[src/rtl/attr_text_pkg.sv]
package attr_text_pkg;
  localparam int CODE_W  = 8;
  localparam int LINE_W  = 4;
  localparam int BASE_W  = 3;
  localparam int COLOR_W = 4;
  localparam int UL_W    = 5;
  localparam int ROW_W   = 8;
  localparam int ADDR_W  = BASE_W + 1 + CODE_W + LINE_W;

  localparam int ATTR_ALT = 7;
  localparam int ATTR_REV = 6;
  localparam int ATTR_UL  = 5;
  localparam int ATTR_BLK = 4;

  typedef enum logic [1:0] {
    ST_IDLE  = 2'd0,
    ST_REQ   = 2'd1,
    ST_WAIT  = 2'd2,
    ST_SHIFT = 2'd3
  } pix_state_e;
endpackage

[src/rtl/glyph_addr_gen.sv]
module glyph_addr_gen
  import attr_text_pkg::*;
(
  input  logic [BASE_W-1:0] base_i,
  input  logic              alt_i,
  input  logic [CODE_W-1:0] code_i,
  input  logic [LINE_W-1:0] line_i,
  output logic [ADDR_W-1:0] addr_o
);
  logic [CODE_W:0] glyph_idx;
  assign glyph_idx = {alt_i, code_i};
  assign addr_o    = {base_i, glyph_idx, line_i};
endmodule

[src/rtl/row_shaper.sv]
module row_shaper
  import attr_text_pkg::*;
(
  input  logic [ROW_W-1:0]  row_i,
  input  logic [LINE_W-1:0] line_i,
  input  logic [UL_W-1:0]   ul_line_i,
  input  logic              ul_en_i,
  input  logic              rev_en_i,
  input  logic              blank_i,
  output logic [ROW_W-1:0]  row_o
);
  logic ul_hit;
  logic [ROW_W-1:0] ul_row, rev_row;

  assign ul_hit  = ul_en_i && (ul_line_i == UL_W'(line_i));
  assign ul_row  = ul_hit ? {ROW_W{1'b1}} : row_i;
  assign rev_row = rev_en_i ? ~ul_row : ul_row;
  assign row_o   = blank_i ? '0 : rev_row;
endmodule

[src/rtl/pixel_shifter.sv]
module pixel_shifter
  import attr_text_pkg::*;
(
  input  logic               clk_i,
  input  logic               rst_ni,
  input  logic               load_i,
  input  logic [ROW_W-1:0]   row_i,
  input  logic [COLOR_W-1:0] fg_i,
  input  logic [COLOR_W-1:0] bg_i,
  output logic               active_o,
  output logic               last_o,
  output logic [COLOR_W-1:0] pix_o
);
  localparam int CNT_W = $clog2(ROW_W);

  logic [ROW_W-1:0] sh_q;
  logic [CNT_W-1:0] cnt_q;
  logic             act_q;

  always_ff @(posedge clk_i or negedge rst_ni) begin
    if (!rst_ni) begin
      sh_q  <= '0;
      cnt_q <= '0;
      act_q <= 1'b0;
    end else if (load_i) begin
      sh_q  <= row_i;
      cnt_q <= '0;
      act_q <= 1'b1;
    end else if (act_q) begin
      sh_q  <= {sh_q[ROW_W-2:0], 1'b0};
      cnt_q <= cnt_q + 1'b1;
      if (cnt_q == CNT_W'(ROW_W-1)) act_q <= 1'b0;
    end
  end

  assign active_o = act_q;
  assign last_o   = act_q && (cnt_q == CNT_W'(ROW_W-1));
  assign pix_o    = sh_q[ROW_W-1] ? fg_i : bg_i;

  AST_LOAD_WHEN_IDLE: assert property (@(posedge clk_i) disable iff (!rst_ni)
    load_i |-> !act_q);
  AST_RUN_LENGTH: assert property (@(posedge clk_i) disable iff (!rst_ni)
    (act_q && !last_o) |=> act_q);
endmodule

[src/rtl/attr_text_pixgen.sv]
module attr_text_pixgen
  import attr_text_pkg::*;
(
  input  logic                clk_i,
  input  logic                rst_ni,
  input  logic                cell_valid_i,
  output logic                cell_ready_o,
  input  logic [CODE_W-1:0]   char_code_i,
  input  logic [7:0]          attr_i,
  input  logic [LINE_W-1:0]   scan_line_i,
  input  logic                blink_on_i,
  input  logic [BASE_W-1:0]   glyph_base_i,
  input  logic [COLOR_W-1:0]  bg_color_i,
  input  logic [UL_W-1:0]     ul_line_i,
  output logic                rd_req_o,
  output logic [ADDR_W-1:0]   rd_addr_o,
  input  logic                rd_valid_i,
  input  logic [ROW_W-1:0]    rd_data_i,
  output logic                pix_valid_o,
  output logic [COLOR_W-1:0]  pix_rgbi_o
);
  pix_state_e state_q;

  logic [CODE_W-1:0]  code_q;
  logic [7:0]         attr_q;
  logic [LINE_W-1:0]  line_q;
  logic [BASE_W-1:0]  base_q;
  logic [COLOR_W-1:0] bg_q;
  logic [UL_W-1:0]    ul_q;
  logic               blank_q;

  logic               accept, load, last;
  logic [ROW_W-1:0]   shaped_row;
  logic               sh_active;

  assign accept = (state_q == ST_IDLE) && cell_valid_i;
  assign load   = (state_q == ST_WAIT) && rd_valid_i;

  always_ff @(posedge clk_i or negedge rst_ni) begin
    if (!rst_ni) begin
      code_q  <= '0;
      attr_q  <= '0;
      line_q  <= '0;
      base_q  <= '0;
      bg_q    <= '0;
      ul_q    <= '0;
      blank_q <= 1'b0;
    end else if (accept) begin
      code_q  <= char_code_i;
      attr_q  <= attr_i;
      line_q  <= scan_line_i;
      base_q  <= glyph_base_i;
      bg_q    <= bg_color_i;
      ul_q    <= ul_line_i;
      blank_q <= attr_i[ATTR_BLK] && !blink_on_i;
    end
  end

  always_ff @(posedge clk_i or negedge rst_ni) begin
    if (!rst_ni) state_q <= ST_IDLE;
    else begin
      unique case (state_q)
        ST_IDLE:  if (accept) state_q <= ST_REQ;
        ST_REQ:   state_q <= ST_WAIT;
        ST_WAIT:  if (load) state_q <= ST_SHIFT;
        ST_SHIFT: if (last) state_q <= ST_IDLE;
        default:  state_q <= ST_IDLE;
      endcase
    end
  end

  glyph_addr_gen u_addr (
    .base_i (base_q),
    .alt_i  (attr_q[ATTR_ALT]),
    .code_i (code_q),
    .line_i (line_q),
    .addr_o (rd_addr_o)
  );

  row_shaper u_shape (
    .row_i     (rd_data_i),
    .line_i    (line_q),
    .ul_line_i (ul_q),
    .ul_en_i   (attr_q[ATTR_UL]),
    .rev_en_i  (attr_q[ATTR_REV]),
    .blank_i   (blank_q),
    .row_o     (shaped_row)
  );

  pixel_shifter u_shift (
    .clk_i    (clk_i),
    .rst_ni   (rst_ni),
    .load_i   (load),
    .row_i    (shaped_row),
    .fg_i     (attr_q[COLOR_W-1:0]),
    .bg_i     (bg_q),
    .active_o (sh_active),
    .last_o   (last),
    .pix_o    (pix_rgbi_o)
  );

  assign cell_ready_o = (state_q == ST_IDLE);
  assign rd_req_o     = (state_q == ST_REQ);
  assign pix_valid_o  = sh_active;

  AST_REQ_PULSE: assert property (@(posedge clk_i) disable iff (!rst_ni)
    rd_req_o |=> !rd_req_o);
  AST_REQ_AFTER_ACCEPT: assert property (@(posedge clk_i) disable iff (!rst_ni)
    $rose(rd_req_o) |-> $past(cell_ready_o && cell_valid_i));
  AST_ADDR_BASE: assert property (@(posedge clk_i) disable iff (!rst_ni)
    rd_req_o |-> rd_addr_o[ADDR_W-1 -: BASE_W] == base_q);
  AST_BUSY_NOT_READY: assert property (@(posedge clk_i) disable iff (!rst_ni)
    pix_valid_o |-> !cell_ready_o);
  AST_BLANK_BG: assert property (@(posedge clk_i) disable iff (!rst_ni)
    (pix_valid_o && blank_q) |-> pix_rgbi_o == bg_q);
endmodule

[config.mk]
export PLATFORM = sky130hd
export DESIGN_NAME = attr_text_pixgen
export DESIGN_NICKNAME = d
export VERILOG_FILES = /design/src/rtl/attr_text_pkg.sv /design/src/rtl/glyph_addr_gen.sv /design/src/rtl/row_shaper.sv /design/src/rtl/pixel_shifter.sv /design/src/rtl/attr_text_pixgen.sv
export SDC_FILE = /design/constraint.sdc
export NUM_CORES = 1
export LEC_CHECK = 0
export ABC_AREA = 1
export BUFFER_PORTS_ARGS = -buffer_cell sky130_fd_sc_hd__buf_2
export CORE_MARGIN = 2
export CORE_UTILIZATION = 50
export CTS_CLUSTER_SIZE = 16
export DETAILED_ROUTE_END_ITERATION = 6
export MAX_ROUTING_LAYER = met4
export PLACE_DENSITY = 0.86
export SETUP_SLACK_MARGIN = 0.3
export SLEW_MARGIN = 20
export SYNTH_ARGS = -nofsm -noshare
export SYNTH_HDL_FRONTEND = slang
export SYNTH_HIERARCHICAL = 1
export SYNTH_SLANG_ARGS = --single-unit
[constraint.sdc]
create_clock -name clk_i -period 2 [get_ports clk_i]
set_clock_uncertainty 0.15 [all_clocks]
set_input_delay 0.4 -clock clk_i [delete_from_list [all_inputs] [get_ports clk_i]]
set_output_delay 0.4 -clock clk_i [all_outputs]
set_load 0.01 [all_outputs]
==> impl_metrics.ini <==
[clock_network]
numClockSinks = 46
root_buffer = clkbuf_8
htreeDepth = 2
cts_tree = yes
clock_latency_ns = 0.30
path_clk_slew_ns = 0.09
cts_buffers = 5
clockBufferDepth = 2

[worst_setup_path]
crit_type = reg2out
crit_path_end_kind = output port
worstPathRequired_ns = 1.45
cp_top_family = flip-flops
cpPeakStageDelay_ns = 0.43
crit_buf_inv = 2
cp-start-kind = register
slowest_stage = dfrtp_1
cp_cell_sequence = inv_2 -> ha_4 -> buf_6
worstPathArrival_ns = 1.11
critPathMaxFanout = 4

[placement]
port_buffers = 67
place_congestion = 0.872
hpwl_um = 3620

[power_and_ir_drop]
p_seq_share_pct = 38.1
intPower_mw = 2.50
pwr-share-comb_pct = 47.7
clockPowerShare_pct = 14.2
sw_frac_of_total_pct = 42.8
total_power_mw = 4.37
power.density_nw_per_um2 = 1460
power_switching_mw = 1.87
vdd_drop_max_mv = 0.823
power_leakage_nw = 1.74

[floorplanning]
num_io_pins = 68
fp.dieW_um = 74.9
die-height_um = 74.9
start_util_pct = 52.5
rows = 25
core_area_um2 = 4790
die-area_um2 = 5610

[route]
routedWlPerCell_um = 12.1
num_vias = 2147
drtAntennaViolNets = 0
drt_first_iter_violations = 166
viasPerCell = 4.82
drc = 0
drt-total-wl_um = 5390
first_pass_iters = 5

[global_route]
grt_util_met2_pct = 32.5
overflow = 0
grt_pass1_vias = 1873
top_usage_layer = met2
grt_pass1_wl_um = 8140
track_usage_pct = 19.6
antenna_found_initial = 0
use_met1_pct = 24.6
grt_max_degree = 33
grt_use_met3_pct = 2.95

[synth]
synth_fp_nets = 372
postSynthAreaPerCell_um2 = 7.85
synth_compound_area_share_pct = 2.99
synthXorXnorAreaFrac_pct = 0
syn_inst = 320
synthMuxAreaShare_pct = 0
yosys.area_share.adder_pct = 3.49
synth-simple-area-share_pct = 32.6
ys_types = 22
synth_top_family_by_area = simple AND/OR/NAND/NOR gates
yosysSeqAreaShare_pct = 45.8
yosysWarnings = 6
netlist_area_um2 = 2510
ys_ff_latch = 46

[sta]
rsz0062_at_grt = true
fin_crit_ns = 1.66
hold_violations = 0
max_clock_freq_ghz = 0.602
tightest_slew_ns = 0.522
min_period_over_period_pct = 83.1
finalSetupTns_ns = 0
slew_viol_final = 0
setup_violations = 0
maxSlewHeadroom_pct = 65.2

[final_layout]
nNetsFinal = 429
drive_gt1_share_pct = 32.3
area_growth_pct = 19.2
n_antenna_cell = 0

[worst_hold_path]
hold_class = in2reg

[run]
maxCapViolCount = 0

[outcome]
status = finished, final reports clean
[layout by cell type, fill, tap and decap left out, drive strengths merged]
| master | n |
|---|---|
| clkbuf | 7 |
| ha | 7 |
| dfrtp | 46 |
| clkinvlp | 1 |
| clkinv | 1 |
| nor2 | 14 |
| nand3b | 1 |
| dlygate4sd3 | 1 |
| nand3 | 27 |
| a21oi | 9 |
| inv | 31 |
| buf | 76 |
| nand2 | 149 |
| o21ai | 6 |
| nand4 | 2 |
[sequential cells by signal, indices dropped and copies added, names as in the netlist]
| register | count |
|---|---|
| code_q | 8 |
| u_shift/sh_q | 8 |
| attr_q | 7 |
| ul_q | 5 |
| bg_q | 4 |
| line_q | 4 |
| base_q | 3 |
| u_shift/cnt_q | 3 |
| state_q | 2 |
| blank_q | 1 |
| u_shift/active_o | 1 |
[synth_stat cells]
cell type	number	area share, %
a21oi_1	9	1.8
buf_12	1	0.80
buf_2	3	0.60
buf_4	17	5.1
buf_6	8	3.6
dfrtp_1	46	46
ha_1	7	3.5
inv_1	30	4.5
inv_2	1	0.15
inv_6	1	0.35
nand2_1	136	20
nand2_2	11	2.7
nand2_4	1	0.45
nand3_1	24	4.8
nand3_2	3	1.2
nand3b_1	1	0.30
nand4_1	2	0.50
nor2_1	11	1.6
nor2_2	1	0.25
nor2_4	1	0.45
o21ai_0	5	1.0
o21ai_1	1	0.20
[cell type report]
cell class | instances | area (um^2)
Multi-Input combinational cell | 215 | 1080
Fill cell | 400 | 1790
Tap cell | 67 | 83.8
Inverter | 32 | 131
Clock buffer | 7 | 96.3
Clock inverter | 1 | 8.76
Sequential cell | 46 | 1150
Timing Repair Buffer | 77 | 439
[final timing paths]
kind,startpoint,to,slack [ns],depth (start not counted)
setup / recovery,state_q[0],cell_ready_o,0.34,3
hold / removal,bg_color_i[0],bg_q[0],0.14,3
setup reg to reg,line_q[1],u_shift/sh_q[1],0.36,8
hold reg to reg,code_q[6],code_q[6],0.33,2
max in group asynchronous,rst_ni,u_shift/active_o,0.73,3
min in group asynchronous,rst_ni,base_q[1],0.44,2
[per-layer routing]
metal	wire length, um	part of all wire, %	up-vias
met4	119	2.2	0
met2	2710	50	77
met1	2310	43	981
met3	252	4.7	15
met5	0	0	-
li1	-	-	1074
[power by group through the flow]
stage                     registers (mW)  logic [mW]  clock network (mW)
after floorplan                     1.57        1.60                   0
after global placement              1.65        1.67                   0
after detailed placement            1.67        1.75                   0
after CTS                           1.65        1.81               0.637
after global routing                1.72        2.34               0.674
final                               1.67        2.08               0.622
[stage by stage]
| step | worst slack, ns | hold WS [ns] | util, % | cell area [um^2] | instances |
|---|---|---|---|---|---|
| floorplan | 0.556 | -0.0456 | - | 2510 | 320 |
| global placement | 0.422 | 0.243 | 56.5 | 2710 | 427 |
| detailed placement | 0.313 | 0.243 | 56.5 | 2710 | 427 |
| CTS | 0.291 | 0.138 | 59.3 | 2840 | 438 |
| global route | 0.272 | 0.145 | 62.5 | 2990 | 445 |
| finish | 0.338 | 0.141 | 62.5 | 2990 | 445 |
[timing repair]
item,4_1_cts,5_1_grt
endpoints found under the setup margin,4,14
buffers inserted,2,5
hold endpoints to repair,20,0
resized for setup,4,28
pin swaps,0,8
hold buffers,1,0
cloned,0,2
[tightest hold or removal path, stage by stage]
cell	delay (ns)
buf_2	0.08
nand2_1	0.04
nand2_1	0.04
[cell families (layout without fill, tap and decap cells)]
group / count (synthesis) / count (layout)
simple gates: 191 / 193
buf+inv: 61 / 117
flops: 46 / 46
compound gates: 15 / 15
fa+ha+maj: 7 / 7
Power figures use the tool's default switching activity.
